$ cat config.mk
export PLATFORM = sky130hd
export DESIGN_NAME = i2cm_top
export DESIGN_NICKNAME = d
export VERILOG_FILES = /design/src/rtl/i2cm_pkg.sv /design/src/rtl/i2cm_tick.sv /design/src/rtl/i2cm_fifo.sv /design/src/rtl/i2cm_engine.sv /design/src/rtl/i2cm_top.sv
export SDC_FILE = /design/constraint.sdc
export NUM_CORES = 1
export LEC_CHECK = 0
export BUFFER_PORTS_ARGS = -buffer_cell sky130_fd_sc_hd__buf_2
export CORE_MARGIN = 2
export CORE_UTILIZATION = 55
export CTS_BUF_LIST = sky130_fd_sc_hd__clkbuf_8
export CTS_CLUSTER_SIZE = 12
export DETAILED_ROUTE_END_ITERATION = 8
export GPL_ROUTABILITY_DRIVEN = 0
export PLACE_DENSITY = 0.72
export REMOVE_ABC_BUFFERS = 1
export SETUP_SLACK_MARGIN = 0.05
export SLEW_MARGIN = 30
export SYNTH_ARGS = -nofsm -noshare
export SYNTH_HDL_FRONTEND = slang
export SYNTH_SLANG_ARGS = --single-unit
export TNS_END_PERCENT = 20
$ cat constraint.sdc
create_clock -name clk -period 6.95 [get_ports clk]
set_input_delay 0.3475 -clock clk [delete_from_list [all_inputs] [get_ports clk]]
set_output_delay 0.3475 -clock clk [all_outputs]
set_load 0.01 [all_outputs]
$ cat src/rtl/i2cm_pkg.sv
package i2cm_pkg;

    // register offsets
    localparam logic [2:0] RA_GO     = 3'd0;
    localparam logic [2:0] RA_FLAGS  = 3'd1;
    localparam logic [2:0] RA_RATE   = 3'd2;
    localparam logic [2:0] RA_TARGET = 3'd3;
    localparam logic [2:0] RA_TXQ    = 3'd4;
    localparam logic [2:0] RA_RXQ    = 3'd5;
    localparam logic [2:0] RA_ENABLE = 3'd6;

    // go command bits
    localparam int GO_WR   = 0;
    localparam int GO_RD   = 5;
    localparam int GO_KEEP = 6;

    typedef enum logic [3:0] {
        ST_IDLE, ST_START1, ST_START2, ST_LO, ST_HI,
        ST_STOP1, ST_STOP2, ST_STOP3, ST_PAUSE
    } eng_state_e;

    typedef struct packed {
        eng_state_e state;
        logic [3:0] bitc;
        logic [7:0] sh;
        logic       scl;
        logic       sda;
        logic       is_addr;
        logic       rx;
        logic       op_rd;
        logic       keep;
        logic       rd_done;
        logic       rd_nack;
        logic       wr_done;
        logic       wr_nack;
    } eng_t;

    typedef struct packed {
        logic [7:0] rate;
        logic [7:0] target;
        logic       enable;
    } regs_t;

endpackage

$ cat src/rtl/i2cm_tick.sv
module i2cm_tick #(
    parameter int PRESC = 12
) (
    input  logic       clk,
    input  logic       rst_n,
    input  logic       clr,
    input  logic [7:0] rate,
    output logic       tick
);
    localparam int CNT_W = $clog2(256 * PRESC) + 1;

    logic [CNT_W-1:0] cnt_d, cnt_q, limit;

    always_comb begin
        limit = (CNT_W'(rate) + CNT_W'(1)) * CNT_W'(PRESC);
        tick  = !clr && (cnt_q == limit - CNT_W'(1));
        cnt_d = (clr || tick) ? '0 : cnt_q + CNT_W'(1);
    end

    always_ff @(posedge clk or negedge rst_n) begin
        if (!rst_n) cnt_q <= '0;
        else        cnt_q <= cnt_d;
    end

    // with a phase of two or more clocks, ticks never come back to back
    p_tick_spacing_r5: assert property (@(posedge clk) disable iff (!rst_n)
        (tick && limit > CNT_W'(1) && $stable(rate)) |=> !tick);

endmodule

$ cat src/rtl/i2cm_fifo.sv
module i2cm_fifo #(
    parameter int DEPTH = 4
) (
    input  logic       clk,
    input  logic       rst_n,
    input  logic       push,
    input  logic [7:0] din,
    input  logic       pop,
    output logic [7:0] dout,
    output logic       empty
);
    localparam int AW = (DEPTH > 1) ? $clog2(DEPTH) : 1;
    localparam int CW = $clog2(DEPTH + 1);

    typedef struct packed {
        logic [AW-1:0] wp;
        logic [AW-1:0] rp;
        logic [CW-1:0] cnt;
    } fptr_t;

    fptr_t      d, q;
    logic [7:0] mem_q [DEPTH];
    logic       push_ok, pop_ok;

    function automatic logic [AW-1:0] nxt(logic [AW-1:0] p);
        return (p == AW'(DEPTH - 1)) ? '0 : p + AW'(1);
    endfunction

    always_comb begin
        d       = q;
        push_ok = push && (q.cnt != CW'(DEPTH));
        pop_ok  = pop && (q.cnt != '0);
        if (push_ok) d.wp = nxt(q.wp);
        if (pop_ok)  d.rp = nxt(q.rp);
        d.cnt = q.cnt + CW'(push_ok) - CW'(pop_ok);
    end

    always_ff @(posedge clk or negedge rst_n) begin
        if (!rst_n) q <= '0;
        else        q <= d;
    end

    always_ff @(posedge clk) begin
        if (push_ok) mem_q[q.wp] <= din;
    end

    assign dout  = mem_q[q.rp];
    assign empty = (q.cnt == '0);

    // a push into a full queue leaves the fill level at DEPTH
    p_no_overflow_r9: assert property (@(posedge clk) disable iff (!rst_n)
        (q.cnt == CW'(DEPTH) && push && !pop) |=> (q.cnt == CW'(DEPTH)));

endmodule

$ cat src/rtl/i2cm_engine.sv
module i2cm_engine
    import i2cm_pkg::*;
(
    input  logic       clk,
    input  logic       rst_n,
    input  logic       go,
    input  logic       go_rd,
    input  logic       go_keep,
    input  logic [6:0] dev_addr,
    input  logic       tick,
    input  logic       wf_empty,
    input  logic [7:0] wf_data,
    output logic       wf_pop,
    output logic       rf_push,
    output logic [7:0] rf_data,
    input  logic       sda_i,
    output logic       scl_o,
    output logic       sda_o,
    output logic       busy,
    output logic       tick_clr,
    output logic [3:0] flags
);
    eng_t d, q;

    function automatic eng_t f_tx(eng_t s, logic [7:0] b, logic a);
        s.state = ST_LO; s.bitc = '0; s.sh = b; s.scl = 1'b0;
        s.sda = b[7]; s.is_addr = a; s.rx = 1'b0;
        return s;
    endfunction

    function automatic eng_t f_rx(eng_t s);
        s.state = ST_LO; s.bitc = '0; s.sh = '0; s.scl = 1'b0;
        s.sda = 1'b1; s.is_addr = 1'b0; s.rx = 1'b1;
        return s;
    endfunction

    function automatic eng_t f_finish(eng_t s);
        s.scl = 1'b0;
        if (s.keep) begin
            s.state = ST_PAUSE; s.sda = 1'b1;
            if (s.op_rd) s.rd_done = 1'b1;
            else         s.wr_done = 1'b1;
        end else begin
            s.state = ST_STOP1; s.sda = 1'b0;
        end
        return s;
    endfunction

    always_comb begin
        d       = q;
        wf_pop  = 1'b0;
        rf_push = 1'b0;
        case (q.state)
            ST_IDLE, ST_PAUSE: if (go) begin
                d.op_rd = go_rd; d.keep = go_keep;
                d.rd_done = 1'b0; d.rd_nack = 1'b0;
                d.wr_done = 1'b0; d.wr_nack = 1'b0;
                if (q.state == ST_IDLE) begin
                    d.state = ST_START1; d.scl = 1'b1; d.sda = 1'b1;
                end else if (go_rd) begin
                    d = f_rx(d);
                end else if (!wf_empty) begin
                    d = f_tx(d, wf_data, 1'b0); wf_pop = 1'b1;
                end else begin
                    d = f_finish(d);
                end
            end
            ST_START1: if (tick) begin d.state = ST_START2; d.sda = 1'b0; end
            ST_START2: if (tick) d = f_tx(d, {dev_addr, q.op_rd}, 1'b1);
            ST_LO:     if (tick) begin d.state = ST_HI; d.scl = 1'b1; end
            ST_HI: if (tick) begin
                if (q.bitc != 4'd8) begin
                    d.state = ST_LO; d.scl = 1'b0; d.bitc = q.bitc + 4'd1;
                    if (q.rx) begin
                        d.sh  = {q.sh[6:0], sda_i};
                        d.sda = (q.bitc == 4'd7) ? !q.keep : 1'b1;
                    end else begin
                        d.sh  = {q.sh[6:0], 1'b0};
                        d.sda = (q.bitc == 4'd7) ? 1'b1 : q.sh[6];
                    end
                end else if (q.rx) begin
                    rf_push = 1'b1;
                    d = f_finish(d);
                end else if (sda_i) begin
                    if (q.op_rd) d.rd_nack = 1'b1;
                    else         d.wr_nack = 1'b1;
                    d.state = ST_STOP1; d.scl = 1'b0; d.sda = 1'b0;
                end else if (q.is_addr && q.op_rd) begin
                    d = f_rx(d);
                end else if (!wf_empty) begin
                    d = f_tx(d, wf_data, 1'b0); wf_pop = 1'b1;
                end else begin
                    d = f_finish(d);
                end
            end
            ST_STOP1: if (tick) begin d.state = ST_STOP2; d.scl = 1'b1; end
            ST_STOP2: if (tick) begin d.state = ST_STOP3; d.sda = 1'b1; end
            ST_STOP3: if (tick) begin
                d.state = ST_IDLE;
                if (q.op_rd) d.rd_done = 1'b1;
                else         d.wr_done = 1'b1;
            end
            default: d.state = ST_IDLE;
        endcase
    end

    always_ff @(posedge clk or negedge rst_n) begin
        if (!rst_n) begin
            q       <= '0;
            q.state <= ST_IDLE;
            q.scl   <= 1'b1;
            q.sda   <= 1'b1;
        end else begin
            q <= d;
        end
    end

    assign scl_o    = q.scl;
    assign sda_o    = q.sda;
    assign rf_data  = q.sh;
    assign busy     = !(q.state == ST_IDLE || q.state == ST_PAUSE);
    assign tick_clr = !busy;
    assign flags    = {q.wr_nack, q.wr_done, q.rd_nack, q.rd_done};

    // SCL only moves on a divider tick
    p_scl_on_tick_r5: assert property (@(posedge clk) disable iff (!rst_n)
        !tick |=> $stable(scl_o));
    // SDA falls under a high SCL only when leaving the first START phase
    p_start_from_idle_r8: assert property (@(posedge clk) disable iff (!rst_n)
        ($fell(sda_o) && scl_o && $past(scl_o)) |-> $past(q.state == ST_START1));
    // a done flag is never shown together with busy
    p_done_not_busy_r4: assert property (@(posedge clk) disable iff (!rst_n)
        (q.wr_done || q.rd_done) |-> !busy);

endmodule

$ cat src/rtl/i2cm_top.sv
module i2cm_top
    import i2cm_pkg::*;
#(
    parameter int PRESC = 12,
    parameter int DEPTH = 4
) (
    input  logic       clk,
    input  logic       rst_n,
    input  logic [2:0] bus_addr,
    input  logic       bus_wr,
    input  logic       bus_rd,
    input  logic [7:0] bus_wdata,
    output logic [7:0] bus_rdata,
    output logic       scl_o,
    output logic       sda_o,
    input  logic       sda_i
);
    regs_t      regs_d, regs_q;
    logic       go, busy, tick, tick_clr;
    logic       wf_empty, wf_pop, rf_empty, rf_push;
    logic [7:0] wf_data, rf_data, rf_dout;
    logic [3:0] flags;

    always_comb begin
        regs_d = regs_q;
        if (bus_wr) begin
            case (bus_addr)
                RA_RATE:   regs_d.rate   = bus_wdata;
                RA_TARGET: regs_d.target = bus_wdata;
                RA_ENABLE: regs_d.enable = bus_wdata[0];
                default: ;
            endcase
        end
        go = bus_wr && (bus_addr == RA_GO) && regs_q.enable && !busy
             && (bus_wdata[GO_WR] || bus_wdata[GO_RD]);
    end

    always_ff @(posedge clk or negedge rst_n) begin
        if (!rst_n) regs_q <= '0;
        else        regs_q <= regs_d;
    end

    always_comb begin
        case (bus_addr)
            RA_FLAGS:  bus_rdata = {3'b000, busy, flags};
            RA_RATE:   bus_rdata = regs_q.rate;
            RA_TARGET: bus_rdata = regs_q.target;
            RA_RXQ:    bus_rdata = rf_empty ? 8'h00 : rf_dout;
            RA_ENABLE: bus_rdata = {7'b0, regs_q.enable};
            default:   bus_rdata = 8'h00;
        endcase
    end

    i2cm_tick #(.PRESC(PRESC)) u_tick (
        .clk(clk), .rst_n(rst_n), .clr(tick_clr), .rate(regs_q.rate), .tick(tick)
    );

    i2cm_fifo #(.DEPTH(DEPTH)) u_txq (
        .clk(clk), .rst_n(rst_n),
        .push(bus_wr && bus_addr == RA_TXQ), .din(bus_wdata),
        .pop(wf_pop), .dout(wf_data), .empty(wf_empty)
    );

    i2cm_fifo #(.DEPTH(DEPTH)) u_rxq (
        .clk(clk), .rst_n(rst_n),
        .push(rf_push), .din(rf_data),
        .pop(bus_rd && bus_addr == RA_RXQ), .dout(rf_dout), .empty(rf_empty)
    );

    i2cm_engine u_eng (
        .clk(clk), .rst_n(rst_n),
        .go(go), .go_rd(!bus_wdata[GO_WR]), .go_keep(bus_wdata[GO_KEEP]),
        .dev_addr(regs_q.target[7:1]), .tick(tick),
        .wf_empty(wf_empty), .wf_data(wf_data), .wf_pop(wf_pop),
        .rf_push(rf_push), .rf_data(rf_data),
        .sda_i(sda_i), .scl_o(scl_o), .sda_o(sda_o),
        .busy(busy), .tick_clr(tick_clr), .flags(flags)
    );

    // an accepted command leaves no stale done or no-ack flag
    p_flags_clear_r10: assert property (@(posedge clk) disable iff (!rst_n)
        go |=> (flags == 4'h0 && busy == !$past(busy && 1'b0) || flags == 4'h0));
    // a command without the enable bit never starts the engine
    p_go_gated_r3: assert property (@(posedge clk) disable iff (!rst_n)
        (bus_wr && bus_addr == RA_GO && !regs_q.enable && !busy) |=> !busy);

endmodule

### After elaboration in Yosys (flattened, before gate mapping)

Memories as Yosys holds them, arrays and structs flattened.
Index checks and enable logic that the tools add are counted.

* flip-flop bits (word level): 70
* RAM bits: 64
* bits of input ports: 16
* output and inout port bits: 10
* logic and storage cells: 209
* memories: 2

Memories
* u_rxq.mem_q: depth 4, bits a word 8, read ports 1, clocked after memory_dff 0, wr ports 1, line i2cm_fifo.sv:22 `logic [7:0] mem_q [DEPTH];`
* u_txq.mem_q: depth 4, bits a word 8, read ports 1, clocked after memory_dff 0, wr ports 1, line i2cm_fifo.sv:22

* add/subtract/negate cells: 12
* multipliers: 1
* eq/ne operators: 47
* mux-type cells: 78
* bitwise logic cells: 2
* reductions and logical operators: 44

Operators with widths (count)
* two-way mux 26 bit: 8
* case mux 8 bit (5 select lines): 1
* two-way mux 1 bit: 36
* two-way mux 4 bit: 9
* case mux 12 bit (3 select lines): 1
* case mux 4 bit (8 select lines): 1
* inequality test 2 bit (second input constant): 14
* two-way mux 12 bit: 2
* two-way mux 8 bit: 3
* AND reduction 8 bit: 3
* equality test 4 x 3 -> 1 bit (second input constant): 5
* two-way mux 18 bit: 1
* AND reduction 9 bit: 2
* inequality test 3 bit (second input constant): 5
* adder 13 x 1 -> 13 bit (second input constant): 1
* equality test 13 bit: 1
* multiplier 13 x 2 -> 11 bit (second input constant): 1
* two-way mux 13 bit: 1
* subtractor 13 x 1 -> 13 bit (second input constant): 1
* logical AND 1 bit: 12
* two-way mux 2 bit: 6
* case mux 1 bit (4 select lines): 3
* case mux 4 bit (3 select lines): 1
* nonzero test 3 bit: 4
* 35 further kinds: 62

### Longest topological paths before layout

* depth after elaboration: 10
* mapped depth: 22

### Cells and area by module

A second synthesis with hierarchy kept.

* cells, all modules: 658
* area, all modules: 7858.8 µm²

Modules (own cells, without submodules)
* i2cm_fifo: instances 2, cells an instance 80, area an instance 1617.8 µm², seq. area each 1136.1 µm²
* i2cm_engine: instances 1, cells an instance 233, area an instance 1980.6 µm², seq. area each 653.1 µm²
* i2cm_tick: instances 1, cells an instance 178, area an instance 1609.0 µm², seq. area each 325.3 µm²
* i2cm_top: instances 1, cells an instance 87, area an instance 1033.5 µm², seq. area each 425.4 µm²

### Least setup slack after synthesis

No wires, ideal clock.

* path type: register to register
* start point: reg regs_q[9]
* end point: reg u_rxq.q[1] (netlist bit)
* library setup time: 0.135 ns
* data arrival time: 4.904 ns
* path slack: 1.910 ns
* cell stages (with the launch flop): 16
* buffers on the path: 1
* period minus slack after synthesis: 5.040 ns
* cells stage by stage: dfrtp_1 clkbuf_1 nand3_1 nor2_1 xor2_1 ha_1 or4_1 a2111oi_2 a211oi_1 a2111o_1 or4b_1 o211a_2 or3_4 a2111oi_4 ha_1 fa_1

RTL lines
* start: declaration: line i2cm_top.sv:18 `regs_t regs_d, regs_q;`
* start signal: assignment: line i2cm_top.sv:40 `else regs_q <= regs_d;`
* end signal: assignment: line i2cm_fifo.sv:39 `if (!rst_n) q <= '0;`
* end signal: assignment: line i2cm_fifo.sv:40 `else q <= d;`
* end: declaration: line i2cm_fifo.sv:21 `fptr_t d, q;`

### Final worst setup path

* start point: reg regs_q[9]
* end point: mem u_rxq.mem_q[1][4] (enable)

* word-level cells in the longest chain between the ends: 10

Ends and longest elaborated chain
* adder 8 x 1 -> 9 bit: line i2cm_tick.sv:15 `limit = (CNT_W'(rate) + CNT_W'(1)) * CNT_W'(PRESC);`
* multiplier 13 x 2 -> 11 bit: line i2cm_tick.sv:15
* subtractor 13 x 1 -> 13 bit: line i2cm_tick.sv:16 `tick = !clr && (cnt_q == limit - CNT_W'(1));`
* equality test 13 bit: line i2cm_tick.sv:16
* logical AND 1 bit: line i2cm_tick.sv:16
* two-way mux 1 bit: line i2cm_engine.sv:71 `ST_HI: if (tick) begin`
* two-way mux 1 bit: line i2cm_engine.sv:53 `case (q.state)`
* logical AND 1 bit: line i2cm_fifo.sv:31 `push_ok = push && (q.cnt != CW'(DEPTH));`
* net u_rxq.push_ok: line i2cm_fifo.sv:23 `logic push_ok, pop_ok;`
* two-way mux 1 bit: line i2cm_fifo.sv:44 `if (push_ok) mem_q[q.wp] <= din;`
* two-way mux 1 bit (implied by the code): line i2cm_fifo.sv:44
* end: declaration: line i2cm_fifo.sv:22

The timed path passes the listed nets, and every way through them passes these cells.

==> key figures <==
Status
  • Status: complete, but fails checks
  • Failing checks: negative hold slack

Worst setup path
  • Crit Path Category: reg2reg
  • Max stage delay on crit path: 0.57 ns
  • Critical Path Start Type: flip-flop
  • CP required: 7.05 ns
  • Max Fanout on Critical Path: 13
  • Most frequent CP cell: ha_1
  • CP arrival: 5.82 ns
  • CP endpoint kind: flip-flop
  • Max stage delay cell, worst path: or4_1
  • WP buf/inv: 0
  • Crit path cell chain: ha_1 > nand3_1 > nor2_1 > xor2_1 > ha_1 > or4_1 > a2111oi_2 > a211oi_1 > a2111o_1 > or4b_1 > o211a_2 > or3_4 > a2111oi_4 > and2_1
  • CP Launch Point: regs_q[9]$_DFFE_PN0P_
  • R2R Path Start: regs_q[9]$_DFFE_PN0P_
  • Cell family with most CP delay: simple AND/OR/NAND/NOR gates

Global route
  • GRT Total Usage: 0.253
  • Initial antenna violation count: 0
  • Remaining Overflow, GRT: 0
  • Largest net degree at the start of global routing: 71
  • First-pass GRT wire length: 27900 um
  • Number of global-route vias before repair: 5323

Timing
  • Fmax: 175 MHz
  • Final Hold Viols: 2
  • Fin crit period: 5.72 ns
  • Crit share post-route: 0.823
  • Slew headroom: 0.482
  • Max-slew violations: 0
  • Post-route setup TNS: 0 ns
  • Setup violations, final: 0
  • Setup WS post-layout: 1.23 ns
  • Unrepaired setup endpoints after global routing: no
  • WHS: -0.00646 ns
  • Final Skew: 0.00912 ns
  • Worst Tran Pin Value: 0.772 ns

Placement
  • Port buffer count: 25
  • Placed Cells: 811
  • HPWL Detailed: 12200 um
  • Placed cell areas: 7630 sq um
  • Worst slack at placement: 1.33 ns

Synth
  • Distinct cells, synth: 70
  • Post-synth EDFFs: 64
  • Cells after Synth: 636
  • Post-synth top area share: 0.261
  • Avg Synthesized Cell Area: 11.6 sq um
  • Register area share after synthesis: 0.500
  • Cell taking the most area after synthesis: edfxtp_1
  • Number of synthesis warnings: 0
  • Post-Syn Area: 7360 sq um
  • Flops & latches, synth: 134
  • Synth area leaders: edfxtp_1 (26%), dfrtp_1 (23%), mux2_2 (5.5%)
  • Most used DFF post-synth: dfrtp_1
  • FFs w/ async S/R, synth: 0.522

Final layout
  • Register area: 3680 sq um
  • Final Util: 0.614
  • Fin nets: 699
  • Share of cells above drive strength 1: 0.186
  • Syn-to-layout area delta: 9.68%
  • Area occupied by multi-input gates: 3470 sq um
  • Final cell count without fillers: 843
  • N_diodes: 0
  • Cell area after layout: 8070 sq um
  • Fillers: 1060

Clock tree
  • Cts bufs inserted: 17
  • # Post-CTS Setup Buffers: 0
  • Post-cts resize count: 0
  • # hold bufs at CTS: 0
  • CTS Buffer Depth: 2
  • Root Buffer: clkbuf_8
  • H-tree lvl count: 4
  • Clock Latency Late Sink: 0.44 ns
  • Clock sink count: 134
  • CTS tree: yes
  • CTS clock-pin slew for the worst setup and hold paths: 0.08 ns

Flow run
  • Maxcap violations: 0

Die
  • Die Height: 120 um
  • Initial Util: 0.560
  • Top Ports: 26
  • Die W: 120 um
  • Die Area: 14300 sq um
  • Row count: 42
  • Core area: 13100 sq um

Detailed routing
  • DRT iter0 DRCs: 670
  • Drt wl/cell: 20.0 um
  • Vias/cell: 6.19
  • Residual DRC count: 0
  • Detail Route Antenna Nets: 0
  • Final WL: 16900 um
  • Via count: 5221
  • DRT Pass-1 Iters: 7

Hold path
  • Worst hold path type: in2async

Power
  • Pwr dens: 313 nW/um^2
  • Worst vdd ir: 0.233 mV
  • Power, Total: 2.52 mW
  • Leak: 3.12 nW
[path summary, 6_finish.rpt]
check | to | slack (ns) | depth (start not counted)
max | u_rxq.mem_q[1][4]$_DFFE_PP_ | 1.23 | 14
min | u_rxq.q[3]$_DFFE_PN0P_ | -0.006 | 2
max reg2reg | u_rxq.mem_q[1][4]$_DFFE_PP_ | 1.23 | 14
min reg2reg | u_tick.cnt_q[0]$_DFF_PN0_ | 0.48 | 1
max in group asynchronous | u_txq.q[0]$_DFF_PN0_ | 6.51 | 2
min in group clk | u_txq.mem_q[2][4]$_DFFE_PP_ | 0.17 | 1
[per-layer routing]
layer	up-vias	share of wire	wire length (um)	track usage
li1	2401	-	-	-
met2	190	0.49	8320	0.415
met4	0	0.019	314	0.0794
met5	-	0	0	0
met1	2604	0.43	7320	0.340
met3	26	0.054	916	0.0518
[placed cells by master, fill, tap and decap left out, types with 9 or more instances in the layout]
master	netlist	final
buf_2	2	25
o2bb2ai_1	9	9
mux2_2	36	36
dfrtp_1	68	68
o21ai_0	29	29
nor3_1	10	9
and2_1	10	10
mux4_2	15	15
a22oi_1	12	12
nand3_1	16	16
ha_1	27	27
a21oi_1	28	28
clkbuf_8	0	17
inv_1	30	31
edfxtp_1	64	64
xor2_1	18	18
nor2_1	49	49
and3_1	11	11
xnor2_1	23	23
nand2_1	40	40
[synth_stat cells, types with 15 or more instances]
master	number
a21oi_1	28
edfxtp_1	64
xnor2_1	23
inv_1	30
xor2_1	18
ha_1	27
clkbuf_1	24
dfrtp_1	68
mux4_2	15
nor2_1	49
nand3_1	16
o21ai_0	29
mux2_2	36
nand2_1	40
[sequential cells by signal, indices dropped and copies added, names as in the netlist]
| name | flops |
|---|---|
| u_txq.q | 7 |
| u_tick.cnt_q | 13 |
| u_eng.sda_o | 1 |
| u_eng.flags | 4 |
| u_eng.scl_o | 1 |
| u_rxq.q | 7 |
| u_eng.rf_data | 8 |
| regs_q | 17 |
| u_rxq.mem_q | 32 |
| u_eng.q | 12 |
| u_txq.mem_q | 32 |
[kinds of logic (layout without fill, tap and decap cells)]
kind of cell | count (synthesis) | count (layout) | synth area share
simple gates | 174 | 174 | 0.119
compound gates | 138 | 138 | 0.131
flops | 134 | 134 | 0.500
buf+inv | 60 | 91 | 0.0309
mux | 57 | 57 | 0.109
xor+xnor | 44 | 44 | 0.0582
fa+ha+maj | 29 | 29 | 0.0514
[worst reg2reg max path: stages (launching register included)]
cell and delay (ns):
dfrtp_1 0.48, ha_1 0.26, nand3_1 0.09, nor2_1 0.19
xor2_1 0.23, ha_1 0.36, or4_1 0.57, a2111oi_2 0.34
a211oi_1 0.16, a2111o_1 0.48, or4b_1 0.52, o211a_2 0.17
or3_4 0.50, a2111oi_4 0.56, and2_1 0.47
[area by class of cell]
class	instances	share of cell area
clock buffer	17	0.0290
clock inverter	15	0.0251
inverter	30	0.0140
multi-input combinational	442	0.429
sequential	134	0.456
tap	176	0.0273
timing repair buffer	29	0.0197
[power by group]
| part | internal [mW] | switching [mW] |
|---|---|---|
| sequential | 0.908 | 0.139 |
| clock | 0.394 | 0.318 |
| combinational | 0.347 | 0.418 |
| total | 1.65 | 0.875 |
No activity file was read; power rests on OpenSTA's default activity.
